**config.mk**
```make
export PLATFORM = sky130hd
export DESIGN_NAME = conv_punct_enc
export DESIGN_NICKNAME = d
export VERILOG_FILES = /design/src/rtl/conv_enc_pkg.sv /design/src/rtl/conv_gen.sv /design/src/rtl/punct_map.sv /design/src/rtl/coded_obuf.sv /design/src/rtl/conv_punct_enc.sv
export SDC_FILE = /design/constraint.sdc
export NUM_CORES = 1
export LEC_CHECK = 0
export BUFFER_PORTS_ARGS = -buffer_cell sky130_fd_sc_hd__buf_4
export CAP_MARGIN = 20
export CORE_AREA = 2 2 54 56
export DETAILED_ROUTE_END_ITERATION = 12
export DIE_AREA = 0 0 56 58
export PLACE_DENSITY_LB_ADDON = 0.25
export SYNTH_ARGS = -nofsm -noshare
export SYNTH_HDL_FRONTEND = slang
export SYNTH_SLANG_ARGS = --single-unit
```
**constraint.sdc**
```tcl
create_clock -name clk -period 4.7 [get_ports clk]
set_input_delay 0.235 -clock clk [delete_from_list [all_inputs] [get_ports clk]]
set_output_delay 0.235 -clock clk [all_outputs]
set_load 0.02 [all_outputs]
```
**src/rtl/conv_enc_pkg.sv**
```systemverilog
package conv_enc_pkg;

    typedef enum logic [1:0] {
        RATE_1_2 = 2'd0,
        RATE_2_3 = 2'd1,
        RATE_3_4 = 2'd2
    } rate_e;

    typedef enum logic [1:0] {
        ST_IDLE = 2'd0,
        ST_DATA = 2'd1,
        ST_TAIL = 2'd2
    } mode_e;

    // coded bits produced by the mother code per input bit
    localparam int N_MOTHER = 2;
    localparam int CW       = $clog2(N_MOTHER + 1);

    function automatic rate_e decode_rate(input logic [1:0] code);
        case (code)
            2'd1:    return RATE_2_3;
            2'd2:    return RATE_3_4;
            default: return RATE_1_2;
        endcase
    endfunction

endpackage

```
**src/rtl/conv_gen.sv**
```systemverilog
module conv_gen #(
    parameter int         K   = 7,
    parameter logic [K-1:0] G_A = 7'o133,
    parameter logic [K-1:0] G_B = 7'o171
) (
    input  logic         u,
    input  logic [K-2:0] sr,
    output logic         a,
    output logic         b,
    output logic [K-2:0] sr_next
);
    // window MSB is the current bit; sr MSB is the most recent history bit
    logic [K-1:0] win;

    always_comb begin
        win     = {u, sr};
        a       = ^(win & G_A);
        b       = ^(win & G_B);
        sr_next = {u, sr[K-2:1]};
    end

endmodule

```
**src/rtl/punct_map.sv**
```systemverilog
module punct_map
    import conv_enc_pkg::*;
(
    input  rate_e       rate,
    input  logic [1:0]  phase,
    output logic        keep_a,
    output logic        keep_b,
    output logic [1:0]  phase_next
);
    logic [1:0] period;

    always_comb begin
        keep_a = 1'b1;
        keep_b = 1'b1;
        period = 2'd1;
        case (rate)
            RATE_2_3: begin
                period = 2'd2;
                if (phase == 2'd1) keep_b = 1'b0;
            end
            RATE_3_4: begin
                period = 2'd3;
                if (phase == 2'd1)      keep_b = 1'b0;
                else if (phase == 2'd2) keep_a = 1'b0;
            end
            default: ;
        endcase
        phase_next = (phase >= period - 2'd1) ? 2'd0 : phase + 2'd1;
    end

endmodule

```
**src/rtl/coded_obuf.sv**
```systemverilog
module coded_obuf
    import conv_enc_pkg::*;
(
    input  logic                clk,
    input  logic                rst_n,
    input  logic                load,
    input  logic [N_MOTHER-1:0] ld_bits,
    input  logic [N_MOTHER-1:0] ld_last,
    input  logic [CW-1:0]       ld_cnt,
    input  logic                out_ready,
    output logic                out_valid,
    output logic                out_bit,
    output logic                out_last,
    output logic                space
);
    typedef struct packed {
        logic [N_MOTHER-1:0] bits;
        logic [N_MOTHER-1:0] lasts;
        logic [CW-1:0]       cnt;
    } obuf_t;

    obuf_t q, d;
    logic  pop;

    always_comb begin
        pop   = (q.cnt != '0) && out_ready;
        space = (q.cnt == '0) || ((q.cnt == CW'(1)) && out_ready);
        d     = q;
        if (load) begin
            d.bits  = ld_bits;
            d.lasts = ld_last;
            d.cnt   = ld_cnt;
        end else if (pop) begin
            d.bits  = q.bits >> 1;
            d.lasts = q.lasts >> 1;
            d.cnt   = q.cnt - CW'(1);
        end
        out_valid = (q.cnt != '0);
        out_bit   = q.bits[0];
        out_last  = q.lasts[0];
    end

    always_ff @(posedge clk or negedge rst_n) begin
        if (!rst_n) q <= '0;
        else        q <= d;
    end

    p_no_overflow_r11: assert property (@(posedge clk) disable iff (!rst_n)
        load |-> ((q.cnt == '0) || ((q.cnt == CW'(1)) && out_ready)));

    p_hold_stalled_r9: assert property (@(posedge clk) disable iff (!rst_n)
        (out_valid && !out_ready) |=> (out_valid && $stable(out_bit) && $stable(out_last)));

    p_last_is_final_r8: assert property (@(posedge clk) disable iff (!rst_n)
        (out_valid && out_last) |-> (q.cnt == CW'(1)));

endmodule

```
**src/rtl/conv_punct_enc.sv**
```systemverilog
module conv_punct_enc
    import conv_enc_pkg::*;
#(
    parameter int           K   = 7,
    parameter logic [K-1:0] G_A = 7'o133,
    parameter logic [K-1:0] G_B = 7'o171
) (
    input  logic       clk,
    input  logic       rst_n,
    input  logic       in_valid,
    output logic       in_ready,
    input  logic       in_bit,
    input  logic       in_sop,
    input  logic       in_eop,
    input  logic [1:0] in_rate,
    output logic       out_valid,
    input  logic       out_ready,
    output logic       out_bit,
    output logic       out_last
);
    localparam int TAIL_LEN = K - 1;
    localparam int TW       = (TAIL_LEN > 1) ? $clog2(TAIL_LEN) : 1;

    typedef struct packed {
        mode_e         mode;
        rate_e         rate;
        logic [K-2:0]  sr;
        logic [1:0]    phase;
        logic [TW-1:0] tcnt;
    } st_t;

    st_t q, d;

    logic                space;
    logic                fire;
    logic                step;
    logic                last_step;
    logic                u;
    rate_e               cur_rate;
    logic [K-2:0]        cur_sr;
    logic [1:0]          cur_phase;
    logic                enc_a, enc_b;
    logic [K-2:0]        sr_next;
    logic                keep_a, keep_b;
    logic [1:0]          phase_next;
    logic                load;
    logic [N_MOTHER-1:0] ld_bits;
    logic [N_MOTHER-1:0] ld_last;
    logic [CW-1:0]       ld_cnt;

    // step selection: which bit enters the encoder and from what context
    always_comb begin
        in_ready  = space && (q.mode != ST_TAIL);
        fire      = in_valid && in_ready;
        u         = in_bit;
        cur_rate  = q.rate;
        cur_sr    = q.sr;
        cur_phase = q.phase;
        step      = 1'b0;
        last_step = 1'b0;
        case (q.mode)
            ST_IDLE: begin
                cur_rate  = decode_rate(in_rate);
                cur_sr    = '0;
                cur_phase = '0;
                step      = fire && in_sop;
            end
            ST_DATA: step = fire;
            ST_TAIL: begin
                u         = 1'b0;
                step      = space;
                last_step = space && (q.tcnt == TW'(TAIL_LEN - 1));
            end
            default: ;
        endcase
    end

    conv_gen #(.K(K), .G_A(G_A), .G_B(G_B)) i_gen (
        .u       (u),
        .sr      (cur_sr),
        .a       (enc_a),
        .b       (enc_b),
        .sr_next (sr_next)
    );

    punct_map i_map (
        .rate       (cur_rate),
        .phase      (cur_phase),
        .keep_a     (keep_a),
        .keep_b     (keep_b),
        .phase_next (phase_next)
    );

    // next state and output group packing
    always_comb begin
        d = q;
        case (q.mode)
            ST_IDLE: if (step) begin
                d.rate = cur_rate;
                d.mode = in_eop ? ST_TAIL : ST_DATA;
                d.tcnt = '0;
            end
            ST_DATA: if (step && in_eop) begin
                d.mode = ST_TAIL;
                d.tcnt = '0;
            end
            ST_TAIL: if (step) begin
                if (last_step) d.mode = ST_IDLE;
                else           d.tcnt = q.tcnt + TW'(1);
            end
            default: d.mode = ST_IDLE;
        endcase
        if (step) begin
            d.sr    = sr_next;
            d.phase = phase_next;
        end

        load = step;
        if (keep_a && keep_b) begin
            ld_bits = {enc_b, enc_a};
            ld_last = {last_step, 1'b0};
            ld_cnt  = CW'(2);
        end else if (keep_a) begin
            ld_bits = {1'b0, enc_a};
            ld_last = {1'b0, last_step};
            ld_cnt  = CW'(1);
        end else begin
            ld_bits = {1'b0, enc_b};
            ld_last = {1'b0, last_step};
            ld_cnt  = CW'(1);
        end
    end

    always_ff @(posedge clk or negedge rst_n) begin
        if (!rst_n) begin
            q      <= '0;
            q.mode <= ST_IDLE;
            q.rate <= RATE_1_2;
        end else begin
            q <= d;
        end
    end

    coded_obuf i_obuf (
        .clk       (clk),
        .rst_n     (rst_n),
        .load      (load),
        .ld_bits   (ld_bits),
        .ld_last   (ld_last),
        .ld_cnt    (ld_cnt),
        .out_ready (out_ready),
        .out_valid (out_valid),
        .out_bit   (out_bit),
        .out_last  (out_last),
        .space     (space)
    );

    p_sop_clears_r3: assert property (@(posedge clk) disable iff (!rst_n)
        (q.mode == ST_IDLE && in_valid && in_ready && in_sop) |=> (q.sr[K-3:0] == '0));

    p_tail_bound_r4: assert property (@(posedge clk) disable iff (!rst_n)
        (q.mode == ST_TAIL) |-> (q.tcnt <= TW'(TAIL_LEN - 1)));

    p_phase_half_r7: assert property (@(posedge clk) disable iff (!rst_n)
        (q.rate == RATE_1_2) |-> (q.phase == 2'd0));

    p_phase_twothird_r5: assert property (@(posedge clk) disable iff (!rst_n)
        (q.rate == RATE_2_3) |-> (q.phase <= 2'd1));

    p_phase_threequarter_r6: assert property (@(posedge clk) disable iff (!rst_n)
        (q.rate == RATE_3_4) |-> (q.phase <= 2'd2));

    p_rate_held_r7: assert property (@(posedge clk) disable iff (!rst_n)
        (q.mode != ST_IDLE) |=> $stable(q.rate));

    p_stray_dropped_r10: assert property (@(posedge clk) disable iff (!rst_n)
        (q.mode == ST_IDLE && in_valid && in_ready && !in_sop) |=> (q.mode == ST_IDLE));

endmodule

```
# Word-level counts from Yosys, hierarchy flattened
# Cells that the tools add are included.
[op_classes] addsub=4 n_mul=0 div_mod_pow=0 magnitude_cmp=1 n_eq_ne=16 shift=0 mux=31 bitwise=0 reduce_logical=20
[ops] op="$mux W2" count=10
[ops] op="$mux W6" count=3
[ops] op="$reduce_xor A7 Y1" count=2
[ops] op="$mux W3" count=4
[ops] op="$ne A2 B2 Y1 const B" count=6
[ops] op="$eq A2 B1 Y1 const B" count=5
[ops] op="$pmux W3 S3" count=1
[ops] op="$eq A2 B2 Y1 const B" count=4
[ops] op="$logic_and A1 B1 Y1" count=8
[ops] op="$mux W1" count=8
[ops] op="$pmux W2 S2" count=2
[ops] op="$pmux W2 S3" count=1
[ops] op="$reduce_and A5 Y1" count=1
[ops] op="$logic_not A2 Y1" count=2
[ops] op="$mux W4" count=1
[ops] op="$reduce_and A4 Y1" count=1
[ops] op="$reduce_bool A2 Y1" count=2
[ops] op="$sub A2 B1 Y2 const B" count=2
[ops] op="$add A3 B1 Y3 const B" count=1
[ops] op="$eq A3 B3 Y1 const B" count=1
[ops] op="$pmux W1 S3" count=1
[ops] op="$reduce_bool A3 Y1" count=1
[ops] op="$add A2 B1 Y2 const B" count=1
[ops] op="$ge A2 B2 Y1" count=1
[ops] op="3 further kinds" count=3
[word_totals] regBits=21 latch_bits=0 ram_bits=0 mem_bits_ro=0 mem_count=0

# Logic depth before layout (Yosys ltp)
# Gate-level depths: netlist (run 1).
[logic_depth] depth_word=10 depth_mapped=10 ltp_nobuf=9

# By module
# A second synthesis (run 1) with hierarchy kept.
[hier_totals] hier_cells=142 area_unflattened_um2=1433.9
[by_module_without_submodules] module="conv_punct_enc" instances=1 cells_each=79 area_per_inst_um2=832.0 seq_area_each_um2=375.4
[by_module_without_submodules] module="coded_obuf" instances=1 cells_each=36 area_per_inst_um2=339.1 seq_area_each_um2=150.1
[by_module_without_submodules] module="punct_map" instances=1 cells_each=17 area_per_inst_um2=145.1 seq_area_each_um2=0.0
[by_module_without_submodules] module="conv_gen" instances=1 cells_each=10 area_per_inst_um2=117.6 seq_area_each_um2=0.0

# Worst setup path before layout (run 1)
# OpenSTA, ideal clock, no wires.
[synth_timing] path_type="register -> register" start="register q[13] (netlist name)" end="register i_obuf.q, in the netlist i_obuf.out_bit" setup_ns=0.082 arrival_time_ns=2.130 path_slack_ns=2.488 stages_incl_launch_ff=10 n_path_buf=1 synth_period_minus_slack_ns=2.212 path_cell_list="dfrtp_1 buf_2 nor2_1 mux2i_1 inv_1 ha_1 a21bo_2 and4_1 or3_1 a31oi_1"
[synth_between] elab_cells_between_ends=29 cone_classes="7 x eq/ne; 13 x mux; 9 x reduce/logical"
[synth_rtl] item="start: declaration" line="conv_punct_enc.sv:32" rtl="st_t q, d;"
[synth_rtl] item="$logic_not A2 Y1 *" line="conv_punct_enc.sv:61" rtl="case (q.mode)"
[synth_rtl] item="$mux W2 *" line="conv_punct_enc.sv:61"
[synth_rtl] item="via cur_rate[1]" line="conv_punct_enc.sv:39" rtl="rate_e cur_rate;"
[synth_rtl] item="$eq A2 B1 Y1 / $eq A2 B2 Y1 (equally long branches)" line="punct_map.sv:16" rtl="case (rate)"
[synth_rtl] item="$reduce_or A2 Y1 (no line)"
[synth_rtl] item="$mux W1"
[synth_rtl] item="$logic_and A1 B1 Y1" line="conv_punct_enc.sv:119" rtl="if (keep_a && keep_b) begin"
[synth_rtl] item="$mux W2 *" line="conv_punct_enc.sv:119"
[synth_rtl] item="$mux W6 *" line="coded_obuf.sv:29" rtl="if (load) begin"
[synth_rtl] item="end signal: assignment" line="coded_obuf.sv:44" rtl="if (!rst_n) q <= '0;"
[synth_rtl] item="end signal: assignment" line="coded_obuf.sv:45" rtl="else q <= d;"
[synth_rtl] item="end: declaration" line="coded_obuf.sv:22" rtl="obuf_t q, d;"
# The timed path passes the listed nets; every way through them passes the cells marked *.
# A chain may end at the register's enable or synchronous reset.

# Worst setup path in the final report (run 1)
[layout_timing] start="register q[13] (netlist name)" end="register q[4] (netlist name)"
[layout_between] elab_chain_cells=7 elab_cells_between_ends=17 cone_classes="2 x add/sub; 1 x order compare; 5 x eq/ne; 5 x mux; 4 x reduce/logical"
[layout_lines] item="$logic_not A2 Y1 *" line="conv_punct_enc.sv:61"
[layout_lines] item="$mux W2 *" line="conv_punct_enc.sv:61"
[layout_lines] item="via cur_rate[0]" line="conv_punct_enc.sv:39"
[layout_lines] item="$eq A2 B2 Y1 / $eq A2 B1 Y1 (equally long branches)" line="punct_map.sv:16"
[layout_lines] item="$pmux W2 S2 *" line="punct_map.sv:16"
[layout_lines] item="$sub A2 B1 Y2 *" line="punct_map.sv:28" rtl="phase_next = (phase >= period - 2'd1) ? 2'd0 : phase + 2'd1;"
[layout_lines] item="$ge A2 B2 Y1 *" line="punct_map.sv:28"
[layout_lines] item="$mux W2 *" line="punct_map.sv:28"
# Marked as above.

==> impl_metrics.py, run 1 <==
metrics = {
    "clock_network": {
        "htree_levels": 1,
        "clockBufferDepth": 2,
        "numCtsBuffers": 3,
        "clock_latency_ps": 310,
        "cts_sinks": 21,
        "clk_pin_slew_ps": 120,
        "cts_tree": "yes",
        "cts-root-buf": "clkbuf_4",
    },
    "yosys": {
        "synth.largest_area_cell": "dfrtp_1",
        "syn-num-nets": 167,
        "synth_ff_type": "dfrtp_1",
        "synth_edf_count": 0,
        "mappedNetlistArea_um2": 1390,
        "yosysSeqAreaShare_pct": 37.7,
        "yosys_warnings": 0,
        "async_flop_share_pct": 100,
        "synth.area.top_cells": "dfrtp_1 38%, ha_1 9.9%, mux2i_1 5.0%",
        "ys_types": 36,
        "synth.most_common_cell": "dfrtp_1",
        "synth_top_area_share_pct": 37.7,
        "ys_seq_elements": 21,
        "synthTopCellsByCount": "21 x dfrtp_1, 16 x inv_1, 11 x ha_1",
        "avgSynthCellArea_um2": 9.48,
        "syn_inst": 147,
    },
    "critical_path": {
        "critPathBufInv": 1,
        "worstRegToRegCells": 9,
        "critPathTopFamily": "simple AND/OR/NAND/NOR gates",
        "crit_top_cell": "ha_1",
        "path_class": "reg -> reg",
        "r2r_setup_slack_ps": 2300,
        "critPathMaxStageDelay_ps": 520,
        "worstPathCellList": "nor2_1 -> mux2i_1 -> inv_1 -> ha_1 -> ha_1 -> nand2b_1 -> a21oi_1 -> nor2b_1 -> mux2_2",
        "slowest_stage": "dfrtp_1",
        "cp.depth": 9,
        "cp.required_ps": 4950,
        "cp_max_fo": 11,
        "cp.arrival_ps": 2660,
        "startpoint_type": "register",
        "end_kind": "register",
    },
    "sta": {
        "layout_min_cycle_time_ps": 2400,
        "setup_viol": 0,
        "tightest_slew_ps": 487,
        "finalMaxSlewViolations": 0,
        "finalHoldViolations": 0,
        "relSlewSlack_pct": 67.5,
        "skew_ps": 3.92,
        "timing.final.crit_share_pct": 51.1,
        "grt_setup_unrepaired": "no",
        "clock.fmax_mhz": 416,
        "fin_tns_setup_ps": 0,
    },
    "finish": {
        "diodes": 0,
        "drive_above_1_share_pct": 17.2,
        "instances_no_fill": 188,
        "area_growth_pct": 7.72,
        "layout.nets": 178,
    },
    "run_status": {
        "status": "complete, no violations",
    },
    "global_routing": {
        "grt_max_degree": 22,
        "grt_pass1_wl_um": 4350,
        "grt_pass1_vias": 990,
        "grt_overflow_total": 0,
        "grt_antenna_before_repair": 0,
        "grt_usage_pct": 17.0,
    },
    "detailed_routing": {
        "totalWireLength_um": 2510,
        "ant_nets": 0,
        "vias": 1057,
        "drc": 0,
        "drtIter0Drc": 16,
        "drt-pass1-iter-count": 4,
        "via_per_inst": 5.62,
        "routedWlPerCell_um": 13.3,
    },
    "floorplanning": {
        "io_pins": 13,
        "initial_core_util_pct": 52.3,
        "core_um2": 2660,
        "dieArea_um2": 3250,
        "rows": 19,
        "die_h_um": 58,
        "fp.dieW_um": 56,
    },
    "placed_design": {
        "dp.cells": 183,
        "io_buffers": 12,
        "globalplace.congestion": 0.860,
        "dp_hpwl_um": 1930,
    },
    "pwr": {
        "leakage_nw": 0.720,
        "ir_worst_vdd_v": 0.000454,
        "power_density_nw_per_um2": 580,
        "fin_total_pwr_mw": 0.871,
    },
    "flow_run": {
        "maxCapViolations": 0,
    },
    "worst_hold_path": {
        "min_path_type": "in -> reg",
        "hold_depth": 3,
    },
}
## layout make-up
class	count	area [µm²]
flip-flops and latches	21	526
inverters	16	60.1
repair buffers	13	100
fillers	267	1160
well taps	31	38.8
multi-input cells	103	751
clock buffers	4	26.3
## worst paths after layout
check | start | endpoint
worst max-delay path | q[13] | q[4]
worst min-delay path | in_eop | q[14]
worst max register to register | q[13] | q[4]
worst min register to register | q[0] | q[0]
max in group asynchronous | rst_n | q[11]
min in group asynchronous | rst_n | i_obuf.q[5]
## metrics by stage
step           hold slack, ps  setup WS, ps  area, µm²  util [%]
6_report                  193          2300       1500      56.4
5_1_grt                   213          2100       1500      56.4
4_1_cts                   191          2300       1500      56.4
3_5_place_dp              134          2330       1470      55.0
3_3_place_gp              135          2460       1470      55.0
2_1_floorplan           -60.6          2490       1390         -
## placed cells by master (no fill, tap or decap), types with 2 or more instances in the layout
| cell type | instances |
|---|---|
| mux2i_1 | 7 |
| xor2_1 | 2 |
| o22ai_1 | 3 |
| nand2b_1 | 6 |
| o21ai_1 | 2 |
| clkbuf_4 | 3 |
| nor2_1 | 6 |
| nor2b_1 | 5 |
| inv_1 | 16 |
| or2_2 | 2 |
| ha_1 | 11 |
| buf_4 | 12 |
| nand4_1 | 4 |
| a21o_1 | 2 |
| dfrtp_1 | 21 |
| mux2_2 | 6 |
| or3_1 | 2 |
| a31oi_1 | 2 |
| nand3_1 | 5 |
| nand2_1 | 9 |
| a21oi_1 | 8 |
| o21ai_0 | 8 |
## state kept, by name, indices dropped and copies added, names as in the netlist
name / flops
i_obuf.out_bit: 1
q: 15
i_obuf.q: 4
i_obuf.out_last: 1
## routing by layer
metal  GRT usage, %  routed length [µm]  up-vias
li1               -                   -      524
met1           21.7                1230      505
met2           28.9                1150       23
met3           2.90                  85        5
met4           7.14                  43        0
met5              0                   0        -
## report_power, final
group | internal, mW | total [mW] | switching, mW
clock | 0.0331 | 0.0883 | 0.0552
sequential | 0.247 | 0.301 | 0.0535
combinational | 0.213 | 0.483 | 0.270
total | 0.493 | 0.871 | 0.378
## tightest hold or removal path, stage by stage
cell	delay [ps]
buf_4	120
nand2b_1	50
o21ai_0	60
## timing repair
| item | in CTS | in global routing |
|---|---|---|
| endpoints found under the hold margin | 21 | 0 |
| hold buffers | 1 | 0 |
| resized for setup | 0 | 0 |
| setup buffers | 0 | 0 |
## kinds of logic (layout without fill, tap and decap cells)
family | after synthesis | in the layout | share of synthesized area [%]
xor+xnor | 3 | 3 | 1.89
simple gates | 44 | 44 | 17.7
fa+ha+maj | 11 | 11 | 9.87
buf+inv | 23 | 33 | 8.44
mux | 13 | 13 | 9.87
compound gates | 32 | 32 | 14.5
flops | 21 | 21 | 37.7
(Power assumes the default switching activity.)
==> run 2, diff against run 1 <==
--- a/config.mk
+++ b/config.mk
@@ -5,11 +5,12 @@
 export SDC_FILE = /design/constraint.sdc
 export NUM_CORES = 1
 export LEC_CHECK = 0
+export ABC_AREA = 1
 export BUFFER_PORTS_ARGS = -buffer_cell sky130_fd_sc_hd__buf_4
 export CAP_MARGIN = 20
-export CORE_AREA = 2 2 54 56
+export CORE_AREA = 2 2 53 55
 export DETAILED_ROUTE_END_ITERATION = 12
-export DIE_AREA = 0 0 56 58
+export DIE_AREA = 0 0 55 57
 export PLACE_DENSITY_LB_ADDON = 0.25
 export SYNTH_ARGS = -nofsm -noshare
 export SYNTH_HDL_FRONTEND = slang
==> constraint.sdc (replaced) <==
create_clock -name clk -period 2.5 [get_ports clk]
set_input_delay 0.125 -clock clk [delete_from_list [all_inputs] [get_ports clk]]
set_output_delay 0.125 -clock clk [all_outputs]
set_load 0.02 [all_outputs]
==> run 2 against run 1 <==
Final cell count increased by 21%. Maximum frequency increased by 12%. Power increased by 93%. Die area decreased by 3.5%. First-iteration DRC count increased by 81%. Via count increased by 11%. Critical path type unchanged.
==> impl_metrics.py, run 2 <==
metrics = {
    "run_status": {
        "status": "complete, no violations",
    },
    "sta": {
        "skew_ps": 13.0,
        "finalMaxSlewViolations": 0,
        "grt_setup_unrepaired": "no",
        "worst_hold_slack_ps": 119,
        "clock.fmax_mhz": 466,
        "timing.final.crit_share_pct": 85.8,
        "layout_min_cycle_time_ps": 2140,
        "tightest_slew_ps": 336,
        "worst_slack_ps": 355,
        "fin_tns_setup_ps": 0,
        "setup_viol": 0,
        "relSlewSlack_pct": 77.4,
        "finalHoldViolations": 0,
    },
    "floorplanning": {
        "core_um2": 2620,
        "die_h_um": 57,
        "rows": 19,
        "dieArea_um2": 3140,
        "initial_core_util_pct": 51.2,
        "io_pins": 13,
        "fp.dieW_um": 55,
    },
    "yosys": {
        "ys_seq_elements": 21,
        "synth-simple-area-share_pct": 24.2,
        "synth_compound_area_share_pct": 14.8,
        "yosys_warnings": 0,
        "syn_inst": 178,
        "synth.largest_area_cell": "dfrtp_1",
        "synth.most_common_cell": "nand2_1",
        "synth_mux_area_share_pct": 0,
        "yosysSeqAreaShare_pct": 39.3,
        "synth_top_family_by_area": "simple AND/OR/NAND/NOR gates",
        "async_flop_share_pct": 100,
        "avgSynthCellArea_um2": 7.52,
        "synth_edf_count": 0,
        "syn-num-nets": 198,
        "synth_adder_area_share_pct": 10.3,
        "mappedNetlistArea_um2": 1340,
        "synth_top_area_share_pct": 39.3,
        "synth-xor-area-share_pct": 1.31,
        "synthTopCellsByCount": "51 x nand2_1, 29 x inv_1, 21 x dfrtp_1",
        "synth_ff_type": "dfrtp_1",
        "synth.area.top_cells": "dfrtp_1 39%, nand2_1 14%, ha_1 10%",
        "ys_types": 25,
    },
    "critical_path": {
        "r2r-start": "q[13]",
        "cp-startpoint": "q[13]",
        "startpoint_type": "register",
        "cp.arrival_ps": 2360,
        "path_class": "reg -> reg",
        "critPathMaxStageDelay_ps": 450,
        "cp_max_fo": 6,
        "worstPathCellList": "nor2_1 -> buf_4 -> o21ai_0 -> inv_1 -> ha_1 -> ha_1 -> o21ai_0 -> nand2_1 -> o31ai_1",
        "slowest_stage": "dfrtp_1",
        "end_kind": "register",
        "cp.required_ps": 2720,
    },
    "finish": {
        "postLayoutCellArea_um2": 1510,
        "regMostFlops": "q",
        "instances_no_fill": 227,
        "final_common_cell": "nand2_1",
        "regArea_um2": 526,
        "largest_reg_flops": 15,
        "multiInputGateArea_um2": 677,
        "diodes": 0,
        "final_core_util_pct": 57.9,
        "final_cell_mix": "51 x nand2_1, 29 x inv_1, 21 x dfrtp_1",
        "top_regs": "q x15, i_obuf.q x4",
        "drive_above_1_share_pct": 13.3,
        "n_fill_cell": 250,
        "area_growth_pct": 13.1,
        "layout.nets": 217,
    },
    "detailed_routing": {
        "vias": 1169,
        "via_per_inst": 5.15,
        "ant_nets": 0,
        "totalWireLength_um": 2610,
        "drtIter0Drc": 29,
        "routedWlPerCell_um": 11.5,
        "drt-pass1-iter-count": 4,
        "drc": 0,
    },
    "global_routing": {
        "grt_overflow_total": 0,
        "grt_antenna_before_repair": 0,
        "grt_max_degree": 22,
        "grt_usage_pct": 20.3,
        "grt_pass1_vias": 1115,
        "grt_pass1_wl_um": 4710,
    },
    "pwr": {
        "p_clk_share_pct": 10.3,
        "p_int_mw": 0.865,
        "p_seq_share_pct": 33.0,
        "power_density_nw_per_um2": 1110,
        "p_sw_mw": 0.813,
        "p_sw_share_pct": 48.5,
        "ir_worst_vdd_v": 0.000706,
        "leakage_nw": 0.791,
        "comb_power_share_pct": 56.7,
        "fin_total_pwr_mw": 1.68,
    },
    "clock_network": {
        "clockBufferDepth": 2,
        "clk_pin_slew_ps": 140,
        "clock_latency_ps": 310,
        "cts_tree": "yes",
        "htree_levels": 1,
        "numCtsBuffers": 3,
        "cts-root-buf": "clkbuf_4",
        "cts_sinks": 21,
        "ctsResizeCount": 0,
    },
    "placed_design": {
        "post-place-ws_ps": 408,
        "dpl_cell_area_um2": 1470,
        "io_buffers": 12,
        "dp.cells": 221,
        "globalplace.congestion": 0.840,
        "dp_hpwl_um": 2030,
    },
    "worst_hold_path": {
        "worstHoldStart": "in_rate[0]",
        "min_path_type": "in -> reg",
    },
    "flow_run": {
        "maxCapViolations": 0,
    },
}
==> run 2: changes by cell type after synthesis, sizes merged, moves of 7 or more <==
cell and delta:
nand2 +44, inv +15, o21ai +10, mux2i -7, nand3 +7
==> run 2: power by group through the flow <==
stage / Sequential [mW] / Combinational, mW / Clock [mW]
6_report: 0.554 / 0.952 / 0.172
5_1_grt: 0.574 / 1.11 / 0.187
4_1_cts: 0.555 / 0.957 / 0.173
3_5_place_dp: 0.563 / 0.947 / 0
3_3_place_gp: 0.556 / 0.911 / 0
2_1_floorplan: 0.554 / 0.711 / 0
==> run 2: repair_timing <==
| action | 4_1_cts | 5_1_grt |
|---|---|---|
| hold buffers | 2 | 0 |
| endpoints found under the hold margin | 22 | 0 |
| buffers inserted | 0 | 0 |
==> run 2: final cells by class <==
type / instances / share of cell area, %
sequential: 21 / 34.7
timing repair buffer: 16 / 8.26
multi-input combinational: 123 / 44.7
clock buffer: 3 / 1.49
clock inverter: 1 / 0.331
inverter: 32 / 7.93
tap: 31 / 2.56
==> run 2: path summary, 6_finish.rpt <==
kind | to | slack [ps] | cells past startpoint
setup / recovery | q[4] | 360 | 9
hold / removal | q[12] | 120 | 4
setup reg to reg | q[4] | 360 | 9
hold reg to reg | q[4] | 510 | 2
max in group asynchronous | q[12] | 2060 | 2
min in group asynchronous | i_obuf.out_bit | 210 | 2
==> run 2: layer usage <==
metal	wire length [µm]	vias to the layer above	share of wire (%)	track usage (%)
met5	0	-	0	0
met4	17	0	0.65	5.23
met3	88	2	3.4	2.36
met2	1330	22	51	35.7
met1	1170	540	45	25.8
li1	-	605	-	-
==> run 2: critical path, delay by kind of cell, from the launching register on <==
kind                       cells  cell delay (ps)
AOI/OAI and AO/OA              3              720
adders and majority gates      2              450
buffers and inverters          2              250
DFF                            1              450
and+or+nand+nor                2              200
==> run 2: kinds of logic after synthesis <==
group,after synthesis
AND/OR/NAND/NOR,77
buffers and inverters,34
AO/OA/AOI/OAI,33
flip-flops,21
adder cells (fa/ha/maj),11
XOR/XNOR,2
==> run 3, diff against run 2 <==
--- a/config.mk
+++ b/config.mk
@@ -8,9 +8,10 @@
 export ABC_AREA = 1
 export BUFFER_PORTS_ARGS = -buffer_cell sky130_fd_sc_hd__buf_4
 export CAP_MARGIN = 20
-export CORE_AREA = 2 2 53 55
+export CORE_AREA = 2 2 67 69
 export DETAILED_ROUTE_END_ITERATION = 12
-export DIE_AREA = 0 0 55 57
+export DIE_AREA = 0 0 69 71
+export HOLD_SLACK_MARGIN = 0.15
 export PLACE_DENSITY_LB_ADDON = 0.25
 export SYNTH_ARGS = -nofsm -noshare
 export SYNTH_HDL_FRONTEND = slang
==> run 3 against run 2 <==
Clock skew fell by 9.1 ps. Via count fell by 1.3%. Maximum frequency rose by 3.7%. Clock power rose by 34%. Power rose by 3.3%. Count of clock-buffer cells in the layout did not move. Register-to-register slack improved by 80 ps. Final cell count rose by 9.3%. Critical path type unchanged. Largest power group unchanged.
==> impl_metrics.py, run 3 (synthesis gave the netlist of run 2 again) <==
metrics = {
    "detailed_routing": {
        "totalWireLength_um": 2690,
        "drc": 0,
        "drt-pass1-iter-count": 4,
        "routedWlPerCell_um": 10.9,
        "vias": 1154,
        "drtIter0Drc": 60,
        "via_per_inst": 4.65,
        "ant_nets": 0,
    },
    "critical_path": {
        "r2r_setup_slack_ps": 430,
        "end_kind": "register",
        "cp.required_ps": 2680,
        "cp_max_fo": 6,
        "cp-startpoint": "q[13]",
        "startpoint_type": "register",
        "r2r-start": "q[13]",
        "critPathMaxStageDelay_ps": 430,
        "worstPathCellList": "nor2_1 -> nand2_1 -> o21ai_0 -> inv_1 -> ha_1 -> ha_1 -> o21ai_0 -> nand2_1 -> o31ai_1",
        "path_class": "reg -> reg",
        "cp.arrival_ps": 2240,
        "slowest_stage": "dfrtp_1",
    },
    "floorplanning": {
        "rows": 24,
        "fp.dieW_um": 69,
        "core_um2": 4200,
        "die_h_um": 71,
        "io_pins": 13,
        "dieArea_um2": 4900,
        "initial_core_util_pct": 31.8,
    },
    "clock_network": {
        "numCtsBuffers": 3,
        "clock_latency_ps": 260,
        "clockBufferDepth": 2,
        "cts_setup_buffers": 0,
        "clk_pin_slew_ps": 80,
        "cts-root-buf": "clkbuf_8",
        "cts_tree": "yes",
        "htree_levels": 1,
        "cts_sinks": 21,
    },
    "sta": {
        "grt_setup_unrepaired": "no",
        "tightest_slew_ps": 349,
        "worst_slack_ps": 433,
        "setup_viol": 0,
        "clock.fmax_mhz": 484,
        "relSlewSlack_pct": 76.5,
        "finalMaxSlewViolations": 0,
        "fin_tns_setup_ps": 0,
        "timing.final.crit_share_pct": 82.7,
        "finalHoldViolations": 0,
        "layout_min_cycle_time_ps": 2070,
        "skew_ps": 3.95,
        "worst_hold_slack_ps": 163,
    },
    "finish": {
        "diodes": 0,
        "top_regs": "q x15, i_obuf.q x4",
        "drive_above_1_share_pct": 13.3,
        "area_growth_pct": 16.4,
        "final_cell_mix": "51 x nand2_1, 29 x inv_1, 21 x dfrtp_1",
        "layout.nets": 217,
        "n_fill_cell": 471,
        "largest_reg_flops": 15,
        "final_common_cell": "nand2_1",
        "regMostFlops": "q",
    },
    "worst_hold_path": {
        "worstHoldStart": "in_rate[0]",
        "min_path_type": "in -> reg",
    },
    "placed_design": {
        "io_buffers": 12,
        "dp_hpwl_um": 2050,
        "globalplace.congestion": 0.817,
        "post-place-ws_ps": 455,
    },
    "pwr": {
        "ir_worst_vdd_v": 0.000686,
        "p_sw_mw": 0.817,
        "leakage_nw": 0.799,
        "p_seq_share_pct": 31.9,
        "p_sw_share_pct": 47.1,
        "power_density_nw_per_um2": 1110,
        "p_int_mw": 0.917,
        "comb_power_share_pct": 54.7,
        "p_clk_share_pct": 13.3,
    },
    "global_routing": {
        "grt_max_degree": 22,
        "grt_usage_pct": 12.2,
        "grt_pass1_vias": 1108,
        "grt_pass1_wl_um": 4870,
        "grt_overflow_total": 0,
        "grt_antenna_before_repair": 0,
    },
    "run_status": {
        "status": "complete, no violations",
    },
    "flow_run": {
        "maxCapViolations": 0,
    },
}
-- run 3: changes by cell type in the layout (fill, tap and decap cells not counted) --
cell      before  now
clkbuf_8       0    3
clkbuf_4       3    0
-- run 3: metrics by stage --
step	total power, mW	util, %	instance area (µm²)	cells
6_report	1.73	37.1	1560	248
5_1_grt	1.94	37.1	1560	248
4_1_cts	1.76	37.1	1560	248
3_5_place_dp	1.51	35.5	1490	242
3_3_place_gp	1.50	35.5	1490	242
2_1_floorplan	1.27	-	1340	178
-- run 3: repair_timing --
action,CTS,global route
hold endpoints to repair,22,0
resized for setup,0,0
hold buffers,2,0
-- run 3: power groups by stage --
| stage | Clock, mW | Combinational, mW | Sequential, mW |
|---|---|---|---|
| after floorplan | 0 | 0.711 | 0.554 |
| after CTS | 0.242 | 0.961 | 0.556 |
| after global placement | 0 | 0.947 | 0.557 |
| after global routing | 0.257 | 1.11 | 0.577 |
| final | 0.231 | 0.949 | 0.554 |
| after detailed placement | 0 | 0.952 | 0.562 |
-- run 3: area by class of cell --
class	instances	area, µm²	area share, %
Multi-Input combinational cell	123	677	43.4
Sequential cell	21	526	33.7
Timing Repair Buffer	16	125	8.03
Inverter	32	120	7.70
Tap cell	52	65.1	4.17
Clock buffer	3	41.3	2.65
Clock inverter	1	5.00	0.321
-- run 3: routing by layer --
layer	vias up	global-route usage, %	wire (µm)	part of all wire [%]
met5	-	0	0	0
met3	4	3.42	134	5.0
li1	605	-	-	-
met4	0	1.96	24	0.89
met2	28	19.4	1160	43
met1	517	16.9	1370	51
-- run 3: critical path, delay by kind of cell (launching register included) --
| family | cells | cell delay, ps |
|---|---|---|
| simple gates | 3 | 430 |
| flops | 1 | 430 |
| compound gates | 3 | 590 |
| fa+ha+maj | 2 | 450 |
| buf+inv | 1 | 80 |
-- run 3: path summary, 6_finish.rpt --
| path | to | cells past startpoint |
|---|---|---|
| max in group asynchronous | q[11] | 2 |
| min in group asynchronous | q[6] | 2 |
| min | q[12] | 4 |
| max | q[4] | 9 |
| min reg2reg | q[7] | 2 |
| max reg2reg | q[4] | 9 |
